[src/rtl/usb_gctl_pkg.sv]
package usb_gctl_pkg;

    typedef enum logic [1:0] {
        LS_SE0 = 2'b00,
        LS_J   = 2'b01,
        LS_K   = 2'b10,
        LS_SE1 = 2'b11
    } line_t;

    // register bit positions
    localparam int B_EN   = 7;
    localparam int B_CSTP = 6;
    localparam int B_WREQ = 5;
    localparam int B_RSV  = 4;
    localparam int B_RIP  = 3;
    localparam int B_WPRM = 2;
    localparam int B_CFG  = 1;
    localparam int B_AVAL = 0;

    typedef struct packed {
        logic en;
        logic cstp;
        logic wreq;
        logic wprm;
        logic cfg;
        logic aval;
    } ctl_t;

    typedef enum logic {
        WS_IDLE  = 1'b0,
        WS_DRIVE = 1'b1
    } wstate_t;

endpackage

[src/rtl/usb_gctl_se0det.sv]
module usb_gctl_se0det #(
    parameter int RST_BITS = 32
) (
    input  logic clk,
    input  logic rst_n,
    input  logic run,
    input  logic tick,
    input  logic se0,
    output logic rst_pulse
);
    localparam int CW = $clog2(RST_BITS + 1);
    localparam logic [CW-1:0] LIM  = CW'(RST_BITS);
    localparam logic [CW-1:0] LAST = CW'(RST_BITS - 1);

    typedef struct packed {
        logic [CW-1:0] cnt;
        logic          pulse;
    } st_t;

    st_t st_d, st_q;

    always_comb begin
        st_d       = st_q;
        st_d.pulse = 1'b0;
        if (!run || !se0) begin
            st_d.cnt = '0;
        end else if (tick && st_q.cnt != LIM) begin
            st_d.cnt = st_q.cnt + 1'b1;
            if (st_q.cnt == LAST) begin
                st_d.pulse = 1'b1;
            end
        end
    end

    always_ff @(posedge clk or negedge rst_n) begin
        if (!rst_n) begin
            st_q <= '0;
        end else begin
            st_q <= st_d;
        end
    end

    assign rst_pulse = st_q.pulse;
endmodule

[src/rtl/usb_gctl_idletmr.sv]
module usb_gctl_idletmr #(
    parameter int TICKS_PER_MS = 12000,
    parameter int SUSP_MS      = 3,
    parameter int WAKE_MS      = 5
) (
    input  logic clk,
    input  logic rst_n,
    input  logic run,
    input  logic tick,
    input  logic idle_j,
    output logic suspended,
    output logic wake_ok
);
    localparam int SUSP_TICKS = SUSP_MS * TICKS_PER_MS;
    localparam int OK_TICKS   = (SUSP_MS + WAKE_MS) * TICKS_PER_MS;
    localparam int CW         = $clog2(OK_TICKS + 1);
    localparam logic [CW-1:0] SUSP_C = CW'(SUSP_TICKS);
    localparam logic [CW-1:0] OK_C   = CW'(OK_TICKS);

    typedef struct packed {
        logic [CW-1:0] cnt;
    } st_t;

    st_t st_d, st_q;

    always_comb begin
        st_d = st_q;
        if (!run || !idle_j) begin
            st_d.cnt = '0;
        end else if (tick && st_q.cnt != OK_C) begin
            st_d.cnt = st_q.cnt + 1'b1;
        end
    end

    always_ff @(posedge clk or negedge rst_n) begin
        if (!rst_n) begin
            st_q <= '0;
        end else begin
            st_q <= st_d;
        end
    end

    assign suspended = (st_q.cnt >= SUSP_C);
    assign wake_ok   = (st_q.cnt == OK_C);
endmodule

[src/rtl/usb_gctl_wakeseq.sv]
module usb_gctl_wakeseq
    import usb_gctl_pkg::*;
#(
    parameter int TICKS_PER_MS = 12000,
    parameter int DUR_W        = 4
) (
    input  logic             clk,
    input  logic             rst_n,
    input  logic             run,
    input  logic             req,
    input  logic             wake_ok,
    input  logic             tick,
    input  logic [DUR_W-1:0] dur_ms,
    output logic             driving,
    output logic             done
);
    localparam int DRV_MAX = ((1 << DUR_W) - 1) * TICKS_PER_MS;
    localparam int DW      = $clog2(DRV_MAX + 1);

    typedef struct packed {
        wstate_t       st;
        logic [DW-1:0] cnt;
    } st_t;

    st_t st_d, st_q;
    logic [DUR_W-1:0] dur_eff;
    logic [DW-1:0]    target;
    logic             last;

    always_comb begin
        dur_eff = (dur_ms == '0) ? DUR_W'(1) : dur_ms;
        target  = DW'(dur_eff) * DW'(TICKS_PER_MS);
        last    = (st_q.st == WS_DRIVE) && tick && (st_q.cnt == target - 1'b1);
    end

    always_comb begin
        st_d = st_q;
        if (!run) begin
            st_d.st  = WS_IDLE;
            st_d.cnt = '0;
        end else begin
            unique case (st_q.st)
                WS_IDLE: begin
                    st_d.cnt = '0;
                    if (req && wake_ok) begin
                        st_d.st = WS_DRIVE;
                    end
                end
                WS_DRIVE: begin
                    if (last) begin
                        st_d.st  = WS_IDLE;
                        st_d.cnt = '0;
                    end else if (tick) begin
                        st_d.cnt = st_q.cnt + 1'b1;
                    end
                end
                default: st_d.st = WS_IDLE;
            endcase
        end
    end

    always_ff @(posedge clk or negedge rst_n) begin
        if (!rst_n) begin
            st_q <= '{st: WS_IDLE, cnt: '0};
        end else begin
            st_q <= st_d;
        end
    end

    assign driving = (st_q.st == WS_DRIVE);
    assign done    = run && last;
endmodule

[src/rtl/usb_gctl.sv]
module usb_gctl
    import usb_gctl_pkg::*;
#(
    parameter int TICKS_PER_MS = 12000,
    parameter int RST_BITS     = 32,
    parameter int SUSP_MS      = 3,
    parameter int WAKE_MS      = 5,
    parameter int DUR_W        = 4,
    parameter int ADDR_W       = 7
) (
    input  logic              clk,
    input  logic              rst_n,
    input  logic              reg_wr,
    input  logic [7:0]        reg_wdata,
    output logic [7:0]        reg_rdata,
    input  logic              bit_tick,
    input  logic [1:0]        line_state,
    input  logic [DUR_W-1:0]  wake_ms,
    input  logic [ADDR_W-1:0] func_addr_in,
    output logic [ADDR_W-1:0] func_addr_out,
    output logic              clk48_en,
    output logic              xcvr_en,
    output logic              ctl_reset,
    output logic              bus_reset,
    output logic              bus_suspended,
    output logic              resume_k
);
    ctl_t ctl_d, ctl_q;
    logic se0, idle_j, wake_ok, driving, done, clocks_on;

    assign se0       = (line_state == LS_SE0);
    assign idle_j    = (line_state == LS_J);
    assign clocks_on = ctl_q.en && !ctl_q.cstp;

    usb_gctl_se0det #(.RST_BITS(RST_BITS)) u_se0 (
        .clk       (clk),
        .rst_n     (rst_n),
        .run       (ctl_q.en),
        .tick      (bit_tick),
        .se0       (se0),
        .rst_pulse (bus_reset)
    );

    usb_gctl_idletmr #(
        .TICKS_PER_MS (TICKS_PER_MS),
        .SUSP_MS      (SUSP_MS),
        .WAKE_MS      (WAKE_MS)
    ) u_idle (
        .clk       (clk),
        .rst_n     (rst_n),
        .run       (ctl_q.en),
        .tick      (bit_tick),
        .idle_j    (idle_j),
        .suspended (bus_suspended),
        .wake_ok   (wake_ok)
    );

    usb_gctl_wakeseq #(
        .TICKS_PER_MS (TICKS_PER_MS),
        .DUR_W        (DUR_W)
    ) u_wake (
        .clk     (clk),
        .rst_n   (rst_n),
        .run     (ctl_q.en),
        .req     (ctl_q.wreq && ctl_q.wprm && clocks_on),
        .wake_ok (wake_ok),
        .tick    (bit_tick),
        .dur_ms  (wake_ms),
        .driving (driving),
        .done    (done)
    );

    always_comb begin
        ctl_d = ctl_q;
        if (reg_wr) begin
            ctl_d.en   = reg_wdata[B_EN];
            ctl_d.cstp = reg_wdata[B_CSTP];
            ctl_d.wreq = reg_wdata[B_WREQ];
            ctl_d.wprm = reg_wdata[B_WPRM];
            ctl_d.cfg  = reg_wdata[B_CFG];
            ctl_d.aval = reg_wdata[B_AVAL];
        end
        if (bus_reset) begin
            ctl_d.cfg  = 1'b0;
            ctl_d.aval = 1'b0;
        end
        if (done) begin
            ctl_d.wreq = 1'b0;
        end
    end

    always_ff @(posedge clk or negedge rst_n) begin
        if (!rst_n) begin
            ctl_q <= '0;
        end else begin
            ctl_q <= ctl_d;
        end
    end

    always_comb begin
        reg_rdata         = '0;
        reg_rdata[B_EN]   = ctl_q.en;
        reg_rdata[B_CSTP] = ctl_q.cstp;
        reg_rdata[B_WREQ] = ctl_q.wreq;
        reg_rdata[B_RSV]  = 1'b0;
        reg_rdata[B_RIP]  = driving;
        reg_rdata[B_WPRM] = ctl_q.wprm;
        reg_rdata[B_CFG]  = ctl_q.cfg;
        reg_rdata[B_AVAL] = ctl_q.aval;
    end

    assign clk48_en      = clocks_on;
    assign xcvr_en       = ctl_q.en;
    assign ctl_reset     = !ctl_q.en;
    assign resume_k      = driving;
    assign func_addr_out = ctl_q.aval ? func_addr_in : '0;
endmodule

[config.mk]
export PLATFORM = sky130hd
export DESIGN_NAME = usb_gctl
export DESIGN_NICKNAME = d
export VERILOG_FILES = /design/src/rtl/usb_gctl_pkg.sv /design/src/rtl/usb_gctl_se0det.sv /design/src/rtl/usb_gctl_idletmr.sv /design/src/rtl/usb_gctl_wakeseq.sv /design/src/rtl/usb_gctl.sv
export SDC_FILE = /design/constraint.sdc
export NUM_CORES = 1
export LEC_CHECK = 0
export ABC_CLOCK_PERIOD_IN_PS = 3800
export BUFFER_PORTS_ARGS = -buffer_cell sky130_fd_sc_hd__buf_4
export CAP_MARGIN = 5
export CORE_ASPECT_RATIO = 1.2
export CORE_MARGIN = 1
export CORE_UTILIZATION = 50
export DETAILED_ROUTE_END_ITERATION = 12
export PLACE_DENSITY = 0.72
export SETUP_SLACK_MARGIN = 0.4
export SLEW_MARGIN = 5
export SYNTH_ARGS = -nofsm -noshare
export SYNTH_HDL_FRONTEND = slang
export SYNTH_SLANG_ARGS = --single-unit
[constraint.sdc]
create_clock -name clk -period 3.8 [get_ports clk]
set_input_delay 0.38 -clock clk [delete_from_list [all_inputs] [get_ports clk]]
set_output_delay 0.38 -clock clk [all_outputs]
set_load 0.005 [all_outputs]
# After elaboration in Yosys (flattened, before gate mapping)
# Index checks and enable logic that the tools add are counted.
# totals
out_inout_bits	21
wordCells	63
inputBits	25
regBits	49
# classes
muxes	17
n_bitwise	1
n_reduce_logical	21
n_addsub	4
eq_ne	7
mul	1
n_lt_le_gt_ge	1
# ops
operator	count
19-bit case mux with 2 select lines	1
18-bit 2-to-1 mux	2
17-bit 2-to-1 mux	2
19-bit 2-to-1 mux	1
18-bit by 1-bit adder with 18-bit output, second input constant	1
18-bit equality test	1
18-bit by 1-bit subtractor with 18-bit output, second input constant	1
17-bit by 1-bit adder with 17-bit output, second input constant	1
17-bit equality test, second input constant	1
17-bit by 16-bit >= comparator with 1-bit output, second input constant	1
17-bit != test, second input constant	1
7-bit 2-to-1 mux	2
4-bit by 9-bit multiplier with 13-bit output, second input constant	1
1-bit logical AND	9
4-bit 2-to-1 mux	2
2-bit nonzero test	4
6-bit by 1-bit adder with 6-bit output, second input constant	1
6-bit by 5-bit equality test with 1-bit output, second input constant	1
6-bit 2-to-1 mux	1
6-bit != test, second input constant	1
1-bit 2-to-1 mux	5
1-bit logical NOT	4
4-bit logical NOT	1
4-bit != test, second input constant	1
other kinds (5)	6

# Longest topological paths before layout
# Gate-level depths: netlist of run 1.
# depth
depth_word	9
ltp_mapped	20
ltp_nobuf	18

# Hierarchy
# From an unflattened synthesis of run 1, not the netlist that was laid out.
# unflattened
cells_unflattened	456
area_unflattened_um2	4035.1
# modules_own_cells
mod	seq_area_each_um2	area_per_inst_um2	instances	cells_each
usb_gctl_wakeseq	475.5	2344.7	1	286
usb_gctl_idletmr	425.4	989.7	1	101
usb_gctl_se0det	175.2	362.8	1	36
usb_gctl	150.1	337.8	1	33

# Least setup slack after synthesis of run 1
# No wires, ideal clock.
# synth_timing
path_kind	input-to-reg
from	in wake_ms[2]
to	reg u_wake.st_q[1] in the netlist's numbering
path_buffers	1
t_required_ns	3.678
setup_ns	0.122
setup_slack_ns	-0.808
arrival_time_ns	4.487
path_stages	18
cell_sequence	inv_1 > ha_1 > nor3b_1 > nor2_1 > ha_1 > inv_1 > fa_1 > inv_1 > ha_1 > and2_1 > a21boi_0 > mux2i_1 > a211oi_4 > a311o_2 > a311oi_2 > o2111ai_4 > buf_6 > a32o_1
# synth_between
elab_chain_cells	9
elab_cells_between_ends	10
cone_classes	1 x add/sub; 1 x mul; 2 x eq/ne; 4 x mux; 2 x reduce/logical
# synth_rtl
item	line	source
start, declared	usb_gctl.sv:18	input logic [DUR_W-1:0] wake_ms,
4-bit logical NOT	usb_gctl_wakeseq.sv:31	dur_eff = (dur_ms == '0) ? DUR_W'(1) : dur_ms;
4-bit 2-to-1 mux (*)	usb_gctl_wakeseq.sv:31	
4-bit by 9-bit multiplier with 13-bit output (*)	usb_gctl_wakeseq.sv:32	target = DW'(dur_eff) * DW'(TICKS_PER_MS);
18-bit by 1-bit subtractor with 18-bit output (*)	usb_gctl_wakeseq.sv:33	last = (st_q.st == WS_DRIVE) && tick && (st_q.cnt == target - 1'b1);
18-bit equality test (*)	usb_gctl_wakeseq.sv:33	
1-bit logical AND (*)	usb_gctl_wakeseq.sv:33	
18-bit 2-to-1 mux	usb_gctl_wakeseq.sv:50	if (last) begin
19-bit case mux with 2 select lines	usb_gctl_wakeseq.sv:42	unique case (st_q.st)
19-bit 2-to-1 mux	usb_gctl_wakeseq.sv:38	if (!run) begin
end signal, assigned	usb_gctl_wakeseq.sv:64	st_q <= '{st: WS_IDLE, cnt: '0};
end signal, assigned	usb_gctl_wakeseq.sv:66	st_q <= st_d;
end, declared	usb_gctl_wakeseq.sv:25	st_t st_d, st_q;
# Every way passes the cells marked *; elsewhere a longest branch is shown, timed or not.
# A chain may end at the register's enable or synchronous reset.

# Worst setup path after layout of run 1
# layout_timing
from	in wake_ms[3]
to	reg u_wake.st_q[15] in the netlist's numbering
# The elaborated chain is that of the path after synthesis.

==> results of run 1 <==
==> power breakdown <==
part / switching, mW / internal, mW
Sequential: 0.00747 / 0.528
Clock: 0.177 / 0.148
Combinational: 0.400 / 0.427
==> cells in the final DEF, fill, tap and decap left out, types with 4 or more instances in the layout <==
cell and instances:
o21ai_2 4, a21oi_1 10, o311ai_2 7, buf_4 92, xor2_1 23, clkbuf_8 6
and3_1 8, buf_6 5, nand4_1 19, nand2_1 41, nor4_1 5, nand2b_1 5
ha_1 17, dfrtp_1 49, a31oi_1 6, fa_1 4, and2_1 7, mux2i_1 5
o21ai_0 10, xnor2_1 16, or3_1 4, inv_1 21, nor3_1 6, ha_4 4
nand3_1 25, a211oi_1 4, nor2_1 43
==> sequential cells by signal, summed over array words and instances, names as in the netlist <==
register,cells
u_se0.st_q,6
u_idle.st_q,17
u_wake.st_q,18
reg_rdata,5
u_se0.rst_pulse,1
u_wake.driving,1
xcvr_en,1
==> how the worst max path moves through the flow <==
stage | from | to | slack [ns] | cells after the start
floorplan | wake_ms[3] | u_wake.st_q[1]$_DFFE_PN0P_ | -0.42 | 16
global placement | wake_ms[3] | u_wake.st_q[7]$_DFFE_PN0P_ | -0.75 | 20
detailed placement | wake_ms[3] | u_wake.st_q[6]$_DFFE_PN0P_ | -0.88 | 19
CTS | wake_ms[3] | u_wake.st_q[7]$_DFFE_PN0P_ | -0.31 | 18
global route | wake_ms[3] | u_wake.st_q[6]$_DFFE_PN0P_ | -0.60 | 18
finish | wake_ms[3] | u_wake.st_q[15]$_DFFE_PN0P_ | -0.38 | 20
==> per-layer routing <==
metal	part of all wire [%]	GRT usage, %
met5	0	0
met4	2.2	7.82
met3	3.7	2.32
met2	53	46.4
met1	41	29.8
==> cell usage after synthesis, types with 9 or more instances <==
library cell / count
dfrtp_1: 49
nor2_1: 44
nand2_1: 41
nand3_1: 25
inv_1: 23
xor2_1: 23
ha_1: 22
nand4_1: 19
xnor2_1: 17
o21ai_0: 14
a21oi_1: 12
and3_1: 9
==> critical path, delay by kind of cell <==
| kind | cells | cell delay (ns) |
|---|---|---|
| AND/OR/NAND/NOR | 4 | 0.61 |
| AO/OA/AOI/OAI | 7 | 1.73 |
| buffers and inverters | 5 | 0.47 |
| adder cells (fa/ha/maj) | 4 | 1.17 |
==> kinds of logic after synthesis <==
logic type / share of synthesized area (%)
simple gates: 25.0
compound gates: 16.3
flops: 30.9
buf+inv: 6.66
xor+xnor: 9.41
fa+ha+maj: 9.47
mux: 2.08
other cells: 0.0946
==> what timing repair did <==
| item | CTS | global route |
|---|---|---|
| endpoints found under the hold margin | 0 | 0 |
| setup endpoints to repair | 19 | 19 |
| pin swaps | 12 | 16 |
| hold buffers | 0 | 0 |
| gates cloned | 1 | 0 |
| setup buffers | 5 | 1 |
| resized for setup | 18 | 12 |
==> layout make-up <==
class                      count  area (µm²)
timing repair buffer          99         787
multi-input combinational    348        2740
clock inverter                 2        13.8
fill                         601        2590
tap                           92         115
sequential                    49        1230
clock buffer                   6        82.6
inverter                      23         104
==> metrics by stage <==
step	total power [mW]	area, µm²	setup WS (ns)
3_5_place_dp	1.33	4760	-0.877
2_1_floorplan	1.04	4120	-0.423
3_3_place_gp	1.31	4760	-0.746
6_report	1.69	5070	-0.376
5_1_grt	1.79	5070	-0.595
4_1_cts	1.67	4960	-0.310
==> results_dict.tcl, run 1 <==
set metrics [dict create \
    reg2reg_slack_ns 0.74 \
    rr_worst_depth 10 \
    nets 578 \
    gp_congestion 0.871 \
    core_area_um2 7660 \
    r2r_end "u_wake.st_q[15]$_DFFE_PN0P_" \
    place_inst 604 \
    htreeDepth 2 \
    synth_top_cell_by_area "dfrtp_1" \
    cp_common_cell "ha_4" \
    path_max_fanout 7 \
    violations "negative setup slack" \
    synth_cells 441 \
    cts_tree "built" \
    ir_drop_uv 279 \
    critPathMaxStageDelay_ns 0.50 \
    grt_pass1_vias 3672 \
    drt-initial-drc-count 171 \
    start_util_pct 51.7 \
    fin_tns_setup_ns -6.34 \
    numCtsBuffers 5 \
    synth.distinct_cells 72 \
    reg2reg_from "u_wake.st_q[17]$_DFFE_PN0P_" \
    cts.sinks 49 \
    overflow 0 \
    viasPerCell 5.83 \
    grt_max_degree 50 \
    dr_total_vias 3610 \
    hold_violations 0 \
    setup_slack_ns -0.376 \
    clockRootBuffer "clkbuf_8" \
    finalNonFillerCells 619 \
    worst_slew_pin_slew_ns 0.691 \
    hpwlAfterDp_um 7360 \
    synth_top_area_share_pct 30.9 \
    p_per_area_nw_per_um2 333 \
    clkTransAtPathRegs_ns 0.10 \
    die_h_um 99.5 \
    path_class "in -> reg" \
    cp_slowest_cell "fa_1" \
    ys_ff_latch 49 \
    synth-edff-count 0 \
    setup_viol_count_final 19 \
    syn_area_um2 3960 \
    max_cap_violations 0 \
    p_leak_nw 2.16 \
    drc 0 \
    fmax_mhz 239 \
    drt-pass1-iter-count 4 \
    synth_area_leaders "dfrtp_1, ha_1, xor2_1, nor2_1, nand2_1" \
    avgSynthCellArea_um2 8.99 \
    outcome "complete, but fails checks" \
    synth_fp_nets 493 \
    grt_pass1_wl_um 17000 \
    drive_gt1_share_pct 31.7 \
    antenna_found_initial 0 \
    yosys_warnings 0 \
    post-route-period-util_pct 110 \
    min_path_type "in -> async" \
    critPathArrivalTime_ns 4.35 \
    dieArea_um2 8290 \
    async_flop_share_pct 100 \
    synthFlopType "dfrtp_1" \
    period_minus_slack_ns 4.18 \
    required_ns 3.98 \
    grt_usage_pct 24.8 \
    cp-start-kind "primary input" \
    max_slew_margin_pct 53.3 \
    cts_buffer_depth 2 \
    crit_chain "buf_12, inv_12, ha_4, nor3b_4, nor2_2, ha_4, inv_1, fa_1, inv_1, ha_4, and2_4, o21ai_2, a31o_2, a211o_1, a311o_2, a311oi_4, o2111ai_4, buf_6, nand4_1, o311ai_2" \
    ant_nets 0 \
    insertion_delay_ns 0.30 \
    holdWs_ns 0.0796 \
    fin_skew_ns 0.00986 \
    endpoint_kind "flip-flop" \
    fp.dieW_um 83.3 \
    placement.io_buffers 42 \
    maxSlewViolCount 0 \
    rsz0062_at_grt "true" \
    routed_wl_um 9820 \
    insertedDiodeCount 0 \
    utilization_pct 66.2 \
    rows 35 \
    seq_area_frac_synth_pct 30.9 \
    syn_to_final_growth_pct 27.9 \
    boundaryPins 46 \
    post_drt_wl_per_cell_um 15.9 \
]
Power figures use the tool's default switching activity.
==> run 2: changes to the inputs <==
RECOVER_POWER = 50   (was unset)
==> results_dict.tcl, run 2 (synthesized netlist as in run 1, its figures left out) <==
set metrics [dict create \
    drc 0 \
    htreeDepth 2 \
    routed_wl_um 9820 \
    numCtsBuffers 5 \
    cts.sinks 49 \
    pwr-share-seq_pct 31.7 \
    die_h_um 99.5 \
    violations "max-capacitance violations, max-slew violations, negative setup slack" \
    p_leak_nw 2.16 \
    pwr-share-clk_pct 19.3 \
    whs_path_depth 3 \
    drt-initial-drc-count 171 \
    viasPerCell 5.83 \
    p_per_area_nw_per_um2 333 \
    critPathArrivalTime_ns 4.35 \
    dr_total_vias 3610 \
    switchingPower_mw 0.584 \
    endpoint_kind "flip-flop" \
    fin_skew_ns 0.00986 \
    largest_reg_flops 18 \
    insertedDiodeCount 0 \
    reg2reg_from "u_wake.st_q[17]$_DFFE_PN0P_" \
    fp.dieW_um 83.3 \
    post_drt_wl_per_cell_um 15.9 \
    ant_nets 0 \
    drt-pass1-iter-count 4 \
    cp-start-kind "primary input" \
    max_slew_margin_pct -69.7 \
    grt_max_degree 50 \
    maxSlewViolCount 50 \
    start_util_pct 51.7 \
    reg.largest.list "u_wake.st_q (18), u_idle.st_q (17), u_se0.st_q (6)" \
    insertion_delay_ns 0.30 \
    hold_buffers 0 \
    regMostFlops "u_wake.st_q" \
    rsz0062_at_grt "true" \
    r2r_end "u_wake.st_q[15]$_DFFE_PN0P_" \
    finalNonFillerCells 619 \
    internal-power_mw 1.10 \
    fmax_mhz 239 \
    clockRootBuffer "clkbuf_8" \
    rows 35 \
    cts_tree "built" \
    grt_usage_pct 24.8 \
    stdcell_area_um2 5070 \
    overflow 0 \
    clkTransAtPathRegs_ns 0.09 \
    period_minus_slack_ns 4.18 \
    drive_gt1_share_pct 31.5 \
    grt_pass1_wl_um 17000 \
    whs_endpoint "reg_rdata[6]$_DFFE_PN0P_" \
    path_max_fanout 7 \
    fin_tns_setup_ns -6.34 \
    setup_viol_count_final 19 \
    switching_share_pct 34.6 \
    boundaryPins 46 \
    layout_common_cells "buf_4, dfrtp_1, nor2_1, nand2_1, nand3_1" \
    grt_pass1_vias 3672 \
    place_inst 604 \
    rr_worst_depth 10 \
    post-route-period-util_pct 110 \
    placement.io_buffers 42 \
    hpwlAfterDp_um 7360 \
    max_cap_violations 1 \
    cts_buffer_depth 2 \
    place_ws_ns -0.877 \
    ir_drop_uv 279 \
    gp_congestion 0.871 \
    required_ns 3.98 \
    min_path_type "in -> reg" \
    syn_to_final_growth_pct 27.8 \
    antenna_found_initial 0 \
    dieArea_um2 8290 \
    reg2reg_slack_ns 0.74 \
    hold_violations 0 \
    min_from "reg_wdata[6]" \
    outcome "complete, but fails checks" \
    postPlaceCellArea_um2 4760 \
    utilization_pct 66.1 \
    nets 578 \
    path_class "in -> reg" \
    setup_slack_ns -0.376 \
    core_area_um2 7660 \
    layout_commonest_cell "buf_4" \
    worst_slew_pin_slew_ns 2.55 \
    p_comb_share_pct 49.0 \
]
run 2: changes by cell type in the layout (fill, tap and decap cells not counted):
cell | previous run | this run
buf_4 | 92 | 91
clkbuf_1 | 0 | 1
run 2: layer usage:
| layer | global-route usage (%) | share of wire [%] | vias to the layer above |
|---|---|---|---|
| li1 | - | - | 1751 |
| met1 | 29.8 | 41 | 1757 |
| met2 | 46.4 | 53 | 86 |
| met3 | 2.32 | 3.7 | 16 |
| met4 | 7.82 | 2.2 | 0 |
| met5 | 0 | 0 | - |
run 2: how the worst max path moves through the flow:
stage                     startpoint                          end  cells after the start
after floorplan           wake_ms[3]   u_wake.st_q[1]$_DFFE_PN0P_                     16
after detailed placement  wake_ms[3]   u_wake.st_q[6]$_DFFE_PN0P_                     19
after CTS                 wake_ms[3]   u_wake.st_q[7]$_DFFE_PN0P_                     18
after global placement    wake_ms[3]   u_wake.st_q[7]$_DFFE_PN0P_                     20
after global routing      wake_ms[3]   u_wake.st_q[6]$_DFFE_PN0P_                     18
final                     wake_ms[3]  u_wake.st_q[15]$_DFFE_PN0P_                     20
run 2: cell type report:
class	count	area (µm²)
Timing Repair Buffer	99	783
Tap cell	92	115
Clock buffer	6	82.6
Inverter	23	104
Sequential cell	49	1230
Fill cell	600	2600
Multi-Input combinational cell	348	2740
Clock inverter	2	13.8
run 2: through the flow:
step / power [mW] / hold slack [ns]
floorplan: 1.04 / 0.0844
global placement: 1.31 / 0.425
detailed placement: 1.33 / 0.434
CTS: 1.67 / 0.100
global route: 1.79 / 0.303
finish: 1.69 / 0.299
run 2: timing repair:
item / CTS / global route
setup buffers: 5 / 1
setup endpoints to repair: 19 / 19
gates cloned: 1 / 0
pin swaps: 12 / 16
resized for setup: 18 / 12
hold endpoints to repair: 0 / 0
run 2: power groups by stage:
stage	Clock (mW)	Combinational, mW	Sequential [mW]
after floorplan	0	0.495	0.545
after global placement	0	0.766	0.545
after detailed placement	0	0.782	0.546
after CTS	0.329	0.805	0.535
after global routing	0.348	0.901	0.537
final	0.325	0.826	0.535
run 2: critical path, stage by stage:
cell	delay, ns
buf_12	0.11
inv_12	0.04
ha_4	0.12
nor3b_4	0.22
nor2_2	0.09
ha_4	0.27
inv_1	0.05
fa_1	0.50
inv_1	0.06
ha_4	0.28
and2_4	0.17
o21ai_2	0.08
a31o_2	0.23
a211o_1	0.30
a311o_2	0.39
a311oi_4	0.34
o2111ai_4	0.28
buf_6	0.21
nand4_1	0.13
o311ai_2	0.11
